File: config.mk
export PLATFORM = sky130hd
export DESIGN_NAME = wp_seq_guard
export DESIGN_NICKNAME = d
export VERILOG_FILES = /design/src/rtl/wp_pkg.sv /design/src/rtl/wp_seq_match.sv /design/src/rtl/wp_flag_cell.sv /design/src/rtl/wp_seq_guard.sv
export SDC_FILE = /design/constraint.sdc
export NUM_CORES = 1
export LEC_CHECK = 0
export BUFFER_PORTS_ARGS = -buffer_cell sky130_fd_sc_hd__buf_4
export CAP_MARGIN = 30
export CELL_PAD_IN_SITES_DETAIL_PLACEMENT = 2
export CELL_PAD_IN_SITES_GLOBAL_PLACEMENT = 2
export CORE_MARGIN = 3
export CORE_UTILIZATION = 29
export DETAILED_ROUTE_END_ITERATION = 8
export PLACE_DENSITY = 0.8
export SLEW_MARGIN = 20
export SYNTH_ARGS = -nofsm -noshare
export SYNTH_HDL_FRONTEND = slang
export SYNTH_SLANG_ARGS = --single-unit
export TNS_END_PERCENT = 5
File: constraint.sdc
create_clock -name clk -period 2.03 [get_ports clk]
set_input_delay 0.3045 -clock clk [delete_from_list [all_inputs] [get_ports clk]]
set_output_delay 0.3045 -clock clk [all_outputs]
set_load 0.005 [all_outputs]
File: src/rtl/wp_pkg.sv
package wp_pkg;
  localparam int unsigned BYTE_W = 8;

  typedef enum logic [2:0] {
    SQ_IDLE,
    SQ_C1,
    SQ_C2,
    SQ_OPEN_EN,
    SQ_D3,
    SQ_D4,
    SQ_D5,
    SQ_OPEN_DIS
  } seq_e;

  localparam logic [16:0] CMD_OFS_A = 17'h05555;
  localparam logic [16:0] CMD_OFS_B = 17'h02AAA;
  localparam logic [7:0]  KEY_1     = 8'hAA;
  localparam logic [7:0]  KEY_2     = 8'h55;
  localparam logic [7:0]  KEY_EN    = 8'hA0;
  localparam logic [7:0]  KEY_DIS   = 8'h80;
  localparam logic [7:0]  KEY_DEND  = 8'h20;
endpackage

File: src/rtl/wp_seq_match.sv
module wp_seq_match
  import wp_pkg::*;
#(
  parameter int unsigned OW = 17
) (
  input  logic              clk,
  input  logic              rst,
  input  logic              hit,
  input  logic [OW-1:0]     offs,
  input  logic [BYTE_W-1:0] data,
  input  logic              period_end,
  output logic              window_o,
  output logic              arm_en_o,
  output logic              arm_dis_o
);
  seq_e st_q, st_d;
  logic at_a, at_b;

  assign at_a = (offs == OW'(CMD_OFS_A));
  assign at_b = (offs == OW'(CMD_OFS_B));

  always_comb begin
    st_d = st_q;
    if (period_end) begin
      st_d = SQ_IDLE;
    end else if (hit) begin
      unique case (st_q)
        SQ_IDLE: st_d = (at_a && data == KEY_1) ? SQ_C1 : SQ_IDLE;
        SQ_C1:   st_d = (at_b && data == KEY_2) ? SQ_C2 : SQ_IDLE;
        SQ_C2: begin
          if (at_a && data == KEY_EN)       st_d = SQ_OPEN_EN;
          else if (at_a && data == KEY_DIS) st_d = SQ_D3;
          else                              st_d = SQ_IDLE;
        end
        SQ_D3:   st_d = (at_a && data == KEY_1) ? SQ_D4 : SQ_IDLE;
        SQ_D4:   st_d = (at_b && data == KEY_2) ? SQ_D5 : SQ_IDLE;
        SQ_D5:   st_d = (at_a && data == KEY_DEND) ? SQ_OPEN_DIS : SQ_IDLE;
        SQ_OPEN_EN, SQ_OPEN_DIS: st_d = st_q;
        default: st_d = SQ_IDLE;
      endcase
    end
  end

  always_ff @(posedge clk) begin
    if (rst) st_q <= SQ_IDLE;
    else     st_q <= st_d;
  end

  assign window_o  = (st_q == SQ_OPEN_EN) || (st_q == SQ_OPEN_DIS);
  assign arm_en_o  = (st_q == SQ_OPEN_EN);
  assign arm_dis_o = (st_q == SQ_OPEN_DIS);
endmodule

File: src/rtl/wp_flag_cell.sv
module wp_flag_cell (
  input  logic clk,
  input  logic period_end,
  input  logic arm_en,
  input  logic arm_dis,
  output logic flag_o
);
  // Nonvolatile bit: initial value only, never reset.
  logic flag_q = 1'b0;

  always_ff @(posedge clk) begin
    if (period_end) begin
      if (arm_en)       flag_q <= 1'b1;
      else if (arm_dis) flag_q <= 1'b0;
    end
  end

  assign flag_o = flag_q;
endmodule

File: src/rtl/wp_seq_guard.sv
module wp_seq_guard
  import wp_pkg::*;
#(
  parameter int unsigned AW = 19,
  parameter int unsigned OW = 17
) (
  input  logic                     clk,
  input  logic                     rst,
  input  logic                     wr_valid,
  output logic                     wr_ready,
  input  logic [AW-1:0]            wr_addr,
  input  logic [BYTE_W-1:0]        wr_data,
  input  logic                     prog_busy,
  output logic                     res_valid,
  output logic                     res_commit,
  output logic [AW-OW-1:0]         res_blk,
  output logic                     tmr_start,
  output logic [(1<<(AW-OW))-1:0]  prot_o
);
  localparam int unsigned BW   = AW - OW;
  localparam int unsigned NBLK = 1 << BW;

  logic            busy_q;
  logic            period_end;
  logic            accept;
  logic [BW-1:0]   blk;
  logic [NBLK-1:0] window, arm_en, arm_dis, prot;

  always_ff @(posedge clk) begin
    if (rst) busy_q <= 1'b0;
    else     busy_q <= prog_busy;
  end

  assign period_end = busy_q && !prog_busy;
  assign wr_ready   = !prog_busy && !busy_q;
  assign accept     = wr_valid && wr_ready;
  assign blk        = wr_addr[AW-1:OW];

  for (genvar i = 0; i < NBLK; i++) begin : g_blk
    wp_seq_match #(.OW(OW)) u_match (
      .clk        (clk),
      .rst        (rst),
      .hit        (accept && (blk == BW'(i))),
      .offs       (wr_addr[OW-1:0]),
      .data       (wr_data),
      .period_end (period_end),
      .window_o   (window[i]),
      .arm_en_o   (arm_en[i]),
      .arm_dis_o  (arm_dis[i])
    );
    wp_flag_cell u_flag (
      .clk        (clk),
      .period_end (period_end),
      .arm_en     (arm_en[i]),
      .arm_dis    (arm_dis[i]),
      .flag_o     (prot[i])
    );
  end

  always_ff @(posedge clk) begin
    if (rst) begin
      res_valid  <= 1'b0;
      res_commit <= 1'b0;
      res_blk    <= '0;
      tmr_start  <= 1'b0;
    end else begin
      res_valid  <= accept;
      tmr_start  <= accept;
      res_commit <= accept && (!prot[blk] || window[blk]);
      res_blk    <= accept ? blk : res_blk;
    end
  end

  assign prot_o = prot;
endmodule

==> flow_summary.rst <==
.. list-table::
   :header-rows: 1

   * - Metric
     - Value
   * - Worst-case clock buffer depth
     - 2
   * - TritonCTS clock tree
     - yes
   * - Sequential group share of total power
     - 49.9%
   * - Number of detailed-route iterations in the first pass
     - 4
   * - Final setup violation count
     - 0
   * - Startpoint kind of the worst setup timing path
     - input port
   * - Yosys warnings
     - 0
   * - Number of H-tree levels
     - 1
   * - Leakage power figure
     - 0.7331 nW
   * - Final max-slew violation count
     - 0
   * - Largest net degree at the start of global routing
     - 13
   * - Required time reported for the critical path endpoint
     - 2.23 ns
   * - Height of the die
     - 78.46 um
   * - Number of buffers added by the clock tree synthesis step
     - 3
   * - Gates resized, CTS repair
     - 0
   * - Post-DR vias/cell
     - 5.570
   * - Width of the die
     - 78.46 um
   * - Global-route wire length before repair
     - 8866 um
   * - Count of vias placed by the detailed router
     - 1671
   * - DRC errors left
     - 0
   * - Type of the most critical hold path
     - in2reg
   * - Reg clk slew, reported paths
     - 0.09 ns
   * - Final RePlAce weighted congestion
     - 0.7602
   * - Placement Setup Slack
     - 0.1467 ns
   * - Number of hold buffers added after CTS
     - 0
   * - Type of element capturing the critical path
     - register
   * - Max Freq
     - 0.6250 GHz
   * - Proportion of register bits with asynchronous set or reset after synthesis
     - 0%
   * - Critical path type
     - in2reg
   * - Post-synthesis cell count
     - 195
   * - Maximum clock skew at final layout
     - 0.003892 ns
   * - Largest vdd supply drop
     - 197.9 uV
   * - Count of different cell masters after synthesis
     - 53
   * - # port buffers
     - 40
   * - Core Util, Final
     - 39.82%
   * - Clock period minus worst slack
     - 1.600 ns
   * - Slack of the critical path
     - 0.4300 ns
   * - Most common library cell in the layout ignoring fill and taps
     - sky130_fd_sc_hd__buf_4
   * - Unrepaired setup endpoints after global routing
     - no
   * - Hpwl dp
     - 4005 um
   * - Aggregate global routing overflow
     - 0
   * - Remaining antenna violation count after routing
     - 0
   * - Via count of the first global-routing pass
     - 1750
   * - Number of diodes added for antenna fixing
     - 0
   * - Number of violations of the max-capacitance limit
     - 0
   * - Synthesized Nets
     - 226
   * - CTS Root Buffer Type
     - sky130_fd_sc_hd__clkbuf_8
   * - Max Fanout on Critical Path
     - 3
   * - Fin area
     - 1956 um^2
   * - Growth of design area from synthesis to finish
     - 28.43%
   * - Antenna violations before repair
     - 0
   * - Switch Pwr
     - 0.0002255 W
   * - Post-CTS Repair Setup Buffers
     - 0
   * - Part of the power in combinational logic
     - 16.3%
   * - Number of register bits inferred by synthesis
     - 21
   * - Power per standard cell area
     - 440.5 nW/um^2
   * - Total wirelength of the detailed-routed design
     - 5168 um
   * - Sink count of the clock tree
     - 21
   * - Period utilisation layout
     - 78.82%
   * - Total negative setup slack
     - 0 ns
   * - Worst stage delay on the critical path
     - 0.51 ns
   * - Rel. slew slack
     - 68.27%
   * - Status
     - finished, final reports clean
   * - Most used cells in the layout excluding fill and tap cells
     - sky130_fd_sc_hd__buf_4 (52), sky130_fd_sc_hd__nor2_1 (24), sky130_fd_sc_hd__nand2_1 (20), sky130_fd_sc_hd__dfxtp_1 (17), sky130_fd_sc_hd__a21oi_1 (12)
   * - Least-Margin Pin Slew
     - 0.4759 ns
   * - Cell row count
     - 25
   * - Switching fraction of total power
     - 26.18%
   * - Detailed router's first-iteration violation count
     - 129
   * - Data arrival time of the worst path
     - 1.80 ns
   * - Net count reported at finish
     - 265
   * - Category of cells accounting for the largest share of critical-path delay
     - simple AND/OR/NAND/NOR gates
   * - Cell with the largest stage delay on the worst path
     - sky130_fd_sc_hd__or4_1
   * - Instance area after placement
     - 1909 um^2
   * - Total internal power
     - 0.0006359 W
   * - Main synth FF type
     - sky130_fd_sc_hd__dfxtp_1
   * - Area of the die
     - 6156 um^2
   * - Fraction of layout cells with a size suffix above 1
     - 27.04%
   * - Number of enable-type register cells in the synthesized netlist
     - 4
   * - Core Footprint
     - 4911 um^2
   * - GRT Overall Usage
     - 17.64%
   * - Fraction of power consumed by the clock network
     - 33.7%
   * - Sequential fraction of the synthesis area
     - 30.24%
   * - Starting density of the core
     - 31.01%
   * - Synthesized area per cell
     - 7.809 um^2
   * - Final hold viol count
     - 0
   * - Number of I/O pins
     - 41
   * - Routed wire per std cell
     - 17.23 um
   * - Cell Chain, Critical Path
     - buf_4 > nor4b_1 > and3_1 > nand3_1 > or4_1 > a21oi_1
   * - Clock insertion delay at the later pin of the skew report
     - 0.27 ns
   * - Synthesized area
     - 1523 um^2
   * - Hold WS
     - 0.2290 ns
   * - Buffers & Inverters on Critical Path
     - 1
cell type report:
class | count | area [um^2]
tap | 67 | 83.83
fill | 588 | 2955
multi-input combinational | 153 | 963.4
sequential | 21 | 460.4
clock inverter | 1 | 5.005
timing repair buffer | 52 | 390.4
clock buffer | 3 | 41.29
inverter | 3 | 11.26
path summary, 6_finish.rpt:
kind	startpoint	end	slack (ns)	cells past startpoint
max	wr_addr[7]	g_blk[3].u_match.st_q[0]$_SDFFE_PP0P_	0.43	6
min	rst	res_blk[1]$_SDFFE_PP0P_	0.23	2
max reg2reg	g_blk[2].u_match.st_q[1]$_SDFFE_PP0P_	g_blk[2].u_match.st_q[2]$_SDFFE_PP0P_	0.48	4
min reg2reg	res_blk[1]$_SDFFE_PP0P_	res_blk[1]$_SDFFE_PP0P_	0.46	2
logic make-up (layout without fill, tap and decap cells):
group	count (synthesis)	after routing	synth area share, %
AOI/OAI and AO/OA	42	42	18.41
xor gates and xnor gates	4	4	2.301
buffers and inverters	21	59	6.491
DFF	21	21	30.24
muxes	5	5	3.369
and+or+nand+nor	102	102	39.20
per-stage QoR:
stage,power (W),std cells
2_1_floorplan,0.0004933,195
3_3_place_gp,0.0005775,296
3_5_place_dp,0.0005819,296
4_1_cts,0.0008663,300
5_1_grt,0.0008935,300
6_report,0.0008615,300
power by group through the flow:
stage          clock [W]  combinational, W  sequential [W]
3_3_place_gp           0          0.000138        0.000440
5_1_grt         0.000307          0.000155        0.000431
6_report        0.000290          0.000141        0.000430
4_1_cts         0.000293          0.000143        0.000430
2_1_floorplan          0         0.0000535        0.000440
3_5_place_dp           0          0.000142        0.000440
cells in the mapped netlist (all sizes together), types with 2 or more instances:
library cell | n | area [um^2]
nor2 | 24 | 90.09
edfxtp | 4 | 120.1
nor4bb | 4 | 40.04
nand3 | 11 | 60.06
nor3b | 2 | 20.02
o211ai | 2 | 15.01
nand2 | 22 | 87.58
nor3 | 6 | 30.03
inv | 3 | 11.26
nand4 | 2 | 12.51
and4b | 4 | 40.04
nor2b | 2 | 12.51
nor4b | 7 | 67.56
xnor2 | 3 | 26.28
dfxtp | 17 | 340.3
nor4 | 3 | 33.78
o31ai | 2 | 15.01
o21ai | 9 | 45.04
or4 | 2 | 15.01
o41ai | 2 | 17.52
and3 | 6 | 37.54
buf | 6 | 42.54
clkbuf | 12 | 45.04
nand2b | 2 | 12.51
a21oi | 12 | 60.06
a32oi | 3 | 26.28
mux2i | 4 | 40.04
state kept, by name, indices dropped and copies added, names as in the netlist:
signal,flops
res_commit,1
g_blk.u_flag.flag_o,4
res_blk,2
busy_q,1
g_blk.u_match.st_q,12
tmr_start,1
worst reg2reg max path: cells and delay by family, from the launching register on:
| kind | cells | cell delay [ns] |
|---|---|---|
| AOI/OAI and AO/OA | 2 | 0.46 |
| DFF | 1 | 0.50 |
| muxes | 1 | 0.16 |
| and+or+nand+nor | 1 | 0.33 |
routing by layer:
| metal | global-route usage [%] | up-vias | part of all wire [%] |
|---|---|---|---|
| met4 | 3.147 | 0 | 1.1 |
| met3 | 2.179 | 7 | 5.2 |
| li1 | - | 801 | - |
| met2 | 32.02 | 59 | 48 |
| met5 | 0 | - | 0 |
| met1 | 22.43 | 804 | 45 |
Note: power is estimated with default switching activity, not from simulation.
